===== src/rtl/load_use_interlock.sv =====
module load_use_interlock #(
  parameter int XLEN     = 32,
  parameter int RIDX_W   = 5,
  parameter int CLASS_W  = 3,
  parameter int RS_LSB   = 21,
  parameter int RT_LSB   = 16,
  parameter int RD_LSB   = 11,
  parameter logic [CLASS_W-1:0] C_RR    = 3'd1,
  parameter logic [CLASS_W-1:0] C_IMM   = 3'd2,
  parameter logic [CLASS_W-1:0] C_LOAD  = 3'd3,
  parameter logic [CLASS_W-1:0] C_STORE = 3'd4,
  parameter logic [CLASS_W-1:0] C_BR    = 3'd5
) (
  input  logic               clk,
  input  logic               rst_n,
  input  logic [CLASS_W-1:0] id_class,
  input  logic [XLEN-1:0]    id_instr,
  input  logic [CLASS_W-1:0] ex_class,
  input  logic [XLEN-1:0]    ex_instr,
  output logic               stall,
  output logic               pc_ifid_en,
  output logic               idex_bubble
);

  logic [RIDX_W-1:0] id_rs, id_rt, ld_rt;
  logic              ex_is_load, id_rr, id_one_src;
  logic              hit_rs, hit_rt, hazard;
  logic              stall_q;

  assign id_rs = id_instr[RS_LSB +: RIDX_W];
  assign id_rt = id_instr[RT_LSB +: RIDX_W];
  assign ld_rt = ex_instr[RT_LSB +: RIDX_W];

  assign ex_is_load = (ex_class == C_LOAD);
  assign id_rr      = (id_class == C_RR);
  assign id_one_src = (id_class == C_IMM) || (id_class == C_LOAD) ||
                      (id_class == C_STORE) || (id_class == C_BR);

  assign hit_rs = (ld_rt == id_rs);
  assign hit_rt = (ld_rt == id_rt);

  assign hazard = ex_is_load && (ld_rt != '0) &&
                  ((id_rr && (hit_rs || hit_rt)) || (id_one_src && hit_rs));

  assign stall       = hazard && !stall_q;
  assign pc_ifid_en  = !stall;
  assign idex_bubble = stall;

  always_ff @(posedge clk) begin
    if (!rst_n) stall_q <= 1'b0;
    else        stall_q <= stall;
  end

  p_load_only_r1: assert property (@(posedge clk) disable iff (!rst_n)
    (ex_class != C_LOAD) |-> !stall);

  p_zero_reg_r5: assert property (@(posedge clk) disable iff (!rst_n)
    (ex_instr[RT_LSB +: RIDX_W] == '0) |-> !stall);

  p_outputs_r6: assert property (@(posedge clk) disable iff (!rst_n)
    stall |-> (!pc_ifid_en && idex_bubble));

  p_single_cycle_r7: assert property (@(posedge clk) disable iff (!rst_n)
    stall |=> !stall);

  p_single_src_r4: assert property (@(posedge clk) disable iff (!rst_n)
    ((id_class != C_RR) &&
     (ex_instr[RT_LSB +: RIDX_W] != id_instr[RS_LSB +: RIDX_W])) |-> !stall);

  p_other_class_r8: assert property (@(posedge clk) disable iff (!rst_n)
    (id_class == 3'd0 || id_class == 3'd6 || id_class == 3'd7) |-> !stall);

  p_rd_ignored_r9: assert property (@(posedge clk) disable iff (!rst_n)
    ((id_instr[RD_LSB +: RIDX_W] == ex_instr[RT_LSB +: RIDX_W]) &&
     (id_instr[RS_LSB +: RIDX_W] != ex_instr[RT_LSB +: RIDX_W]) &&
     (id_instr[RT_LSB +: RIDX_W] != ex_instr[RT_LSB +: RIDX_W])) |-> !stall);

  p_inputs_only_r9: assert property (@(posedge clk) disable iff (!rst_n)
    (!$past(stall_q) && !stall_q &&
     $stable({id_class, id_instr, ex_class, ex_instr})) |-> $stable(stall));

endmodule


===== config.mk =====
export PLATFORM = sky130hd
export DESIGN_NAME = load_use_interlock
export DESIGN_NICKNAME = d
export VERILOG_FILES = /design/src/rtl/load_use_interlock.sv
export SDC_FILE = /design/constraint.sdc
export NUM_CORES = 1
export LEC_CHECK = 0
export ABC_AREA = 1
export ABC_CLOCK_PERIOD_IN_PS = 1100
export BUFFER_PORTS_ARGS = -buffer_cell sky130_fd_sc_hd__buf_2
export CORE_MARGIN = 5
export CORE_UTILIZATION = 21
export CTS_BUF_LIST = sky130_fd_sc_hd__clkbuf_8
export CTS_CLUSTER_SIZE = 28
export DETAILED_ROUTE_END_ITERATION = 8
export PLACE_DENSITY = 0.88
export SLEW_MARGIN = 25
export SYNTH_ARGS = -nofsm -noshare
export SYNTH_HDL_FRONTEND = slang
export SYNTH_SLANG_ARGS = --single-unit

===== constraint.sdc =====
create_clock -name clk -period 1.1 [get_ports clk]
set_clock_uncertainty 0.05 [all_clocks]
set_input_delay 0.055 -clock clk [delete_from_list [all_inputs] [get_ports clk]]
set_output_delay 0.055 -clock clk [all_outputs]
set_load 0.02 [all_outputs]

# After elaboration in Yosys (flattened, before gate mapping)
# Cells that the tools add are included.
# op_classes
add_sub_neg	0
multipliers	0
div	0
magnitude_cmp	0
eq_ne	8
shifts	0
n_mux	0
bitwise	0
reduce_logical	13
# op_table
op	n
equality test 5 bit	2
equality test 3 x 2 -> 1 bit, second input constant	3
equality test 3 bit, second input constant	2
logical AND 1 bit	5
logical OR 1 bit	5
nonzero test 5 bit	1
equality test 3 x 1 -> 1 bit, second input constant	1
logical NOT 1 bit	2
# totals
register_bits	1
latch_bits	0
ramBits	0
rom_bits	0
input_bits	72
out_inout_bits	3
word_cells	22
memories	0

# Depth between registers and ports, before layout
# depth
word_depth	9
ltp_mapped	9

# Least setup slack after synthesis
# OpenSTA, ideal clock, no wires.
# synth_timing
kind	register -> output
start	reg stall_q
end	out stall
t_arrival_ps	1115
setup_slack_ps	-120
path_stages_with_launch	7
cell_sequence	dfxtp_1 > nor3_1 > nand3_1 > nor2_1 > nand2_2 > inv_1 > buf_4
# synth_between
elab_chain_cells	2
# synth_rtl
item	line_no	source
from (decl)	28	logic stall_q;
from (signal assigned)	51	else stall_q <= stall;
logical NOT 1 bit	45	assign stall = hazard && !stall_q;
logical AND 1 bit	45	
to (decl)	20	output logic stall,
# Every way passes these cells.

# Final worst setup path
# Same ends and word-level chain as after synthesis.

==> impl_metrics.py <==
metrics = {
    "run_status": {
        "status": "finished, final reports clean",
    },
    "drt": {
        "routed_via_density": 4.04,
        "num_vias": 424,
        "drt_iter0_drc": 5,
        "route.detailed.wl_per_inst_um": 7.74,
        "drt_pre_antenna_iters": 2,
        "drcViolationCount": 0,
        "drtAntennaViolNets": 0,
        "wirelength_um": 813,
    },
    "run": {
        "cap_violations": 0,
    },
    "layout": {
        "fin_util_pct": 33.9,
        "largest_register_ffs": 1,
        "regMostFlops": "stall_q",
        "syn_to_final_growth_pct": 51.3,
        "final_cell_mix": "nand2_1 (28), buf_2 (23), inv_1 (10), nor2_1 (7), inv_2 (5)",
        "drive_gt1_share_pct": 41.1,
        "reg.largest.list": "stall_q (1)",
        "insertedDiodeCount": 0,
        "layout.cells.non_filler": 105,
        "final_area_um2": 447,
        "layout_commonest_cell": "nand2_1",
        "num-nets-final": 164,
    },
    "timing": {
        "relSlewSlack_pct": 85.7,
        "maxSlewViolCount": 0,
        "hold_slack_ns": 0.233,
        "setup_ws_ns": 0.0776,
        "hold_viol_final": 0,
        "tightest_slew_ns": 0.213,
        "finalCritPeriodShare_pct": 92.9,
        "fin_tns_setup_ns": 0,
        "setup_violations": 0,
        "rsz0062_at_grt": "false",
        "timing.fmax_mhz": 978,
        "final.min_clock_period_ns": 1.02,
    },
    "global_routing": {
        "grt_max_degree": 6,
        "grt_overflow": 0,
        "track_usage_pct": 7.38,
        "antenna_found_initial": 0,
        "grt_pass1_wl_um": 1320,
        "grt_pass1_vias": 366,
    },
    "setup_path": {
        "cp.depth": 6,
        "path_buf_inv": 2,
        "cp_data_required_time_ns": 1.00,
        "rr_endpoint": "stall_q",
        "rr_startpoint": "stall_q",
        "end_kind": "output pin",
        "worstPathCellList": "nor3_2 -> nand3_1 -> nor2_2 -> nand2_2 -> inv_4 -> buf_4",
        "crit_fanout": 3,
        "startpoint_type": "flop",
        "rr_worst_depth": 5,
        "crit_family": "simple AND/OR/NAND/NOR gates",
        "cpPeakStageDelay_ns": 0.29,
        "arrival_ns": 0.92,
        "path_class": "reg2out",
        "slowest_stage": "dfxtp_1",
        "reg2reg_slack_ns": 0.18,
    },
    "placed_design": {
        "port_buffers": 25,
        "dpl.hpwl_um": 752,
        "dpl_cell_area_um2": 434,
        "dpl.cell_count": 105,
        "place_ws_ns": -0.00569,
        "gp_congestion": 0.665,
    },
    "power_and_ir_drop": {
        "peakVddDrop_uv": 114,
        "pwr_density_cell_mw_per_mm2": 352,
        "total_power_mw": 0.157,
        "power_leakage_nw": 0.306,
    },
    "clock_tree": {
        "post-cts-setup-buffers": 0,
        "insertion_delay_ns": 0,
        "clk_pin_slew_ns": 0,
    },
    "hold_path": {
        "holdCritStartpoint": "rst_n",
        "hp-class": "in2reg",
        "hold_depth": 3,
        "hold_end": "stall_q",
    },
    "synthesis": {
        "synth_compound_area_share_pct": 0,
        "ys_seq_area_share_pct": 6.78,
        "synth_xor_area_share_pct": 2.97,
        "synth.avg_cell_area_um2": 4.47,
        "synth_seq_cells": 1,
        "ys_top_cells_by_area": "nand2_1 (36%), inv_1 (14%), nor2_1 (10%)",
        "synth_fp_nets": 138,
        "synthAdderAreaFrac_pct": 0,
        "netlist.area_leader.share_pct": 35.6,
        "yosys.cell_types.count": 13,
        "synth_top_cell_by_area": "nand2_1",
        "syn_area_um2": 295,
        "synthMuxAreaShare_pct": 0,
        "synth_top_family_by_area": "simple AND/OR/NAND/NOR gates",
        "synth_warnings": 0,
        "synthCells": 66,
        "synth_simple_gate_area_share_pct": 66.1,
    },
    "floorplan": {
        "die_h_um": 47.5,
        "dieArea_mm2": 0.00226,
        "fp.dieW_um": 47.5,
        "start_util_pct": 22.4,
        "rows": 13,
        "io_pins": 75,
        "core_mm2": 0.00132,
    },
}
## cell type report
cell class | count | area, um2
Tap cell | 15 | 18.8
Inverter | 17 | 66.3
Timing Repair Buffer | 25 | 130
Fill cell | 150 | 871
Sequential cell | 1 | 20.0
Multi-Input combinational cell | 47 | 211
## worst min-delay path: cells and delay by family
| kind | cells | cell delay (ns) |
|---|---|---|
| buffers and inverters | 2 | 0.11 |
| and+or+nand+nor | 1 | 0.08 |
## kinds of logic after synthesis
| family | count (synthesis) |
|---|---|
| XOR/XNOR | 1 |
| buffers and inverters | 18 |
| AND/OR/NAND/NOR | 46 |
| flip-flops | 1 |
## per-layer routing
metal	vias to the layer above	global-route usage (%)	wire length, um
li1	236	-	-
met1	173	9.71	332
met2	15	14.2	388
met3	0	0	92
met4	0	0	0
met5	-	0	0
## cell usage after synthesis
library cell  instances
nand3_1               4
nand2_1              28
nand2_2               1
inv_1                11
nor2_1                8
buf_4                 1
dfxtp_1               1
inv_2                 5
clkinv_1              1
nor2_4                1
xnor2_1               1
nor3_1                2
nor2_2                2
## power by group
| group | switching, mW | internal [mW] | total [mW] |
|---|---|---|---|
| clock network | 0 | 0 | 0 |
| logic | 0.0632 | 0.0567 | 0.120 |
| registers | 0.0000477 | 0.0371 | 0.0372 |
| total | 0.0632 | 0.0938 | 0.157 |
## repair_timing
action | CTS | global route
hold endpoints to repair | 0 | 0
hold buffers | 0 | 0
endpoints found under the setup margin | 2 | 3
gates resized for setup | 0 | 4
pin swaps | 0 | 2
## worst max-delay path by stage
| stage | from | to | slack [ns] |
|---|---|---|---|
| floorplan | stall_q | stall | -0.008 |
| global placement | stall_q | idex_bubble | 0.009 |
| detailed placement | stall_q | idex_bubble | -0.006 |
| CTS | stall_q | idex_bubble | -0.007 |
| global route | id_class[1] | idex_bubble | 0.004 |
| finish | stall_q | stall | 0.08 |
Power figures use the tool's default switching activity.
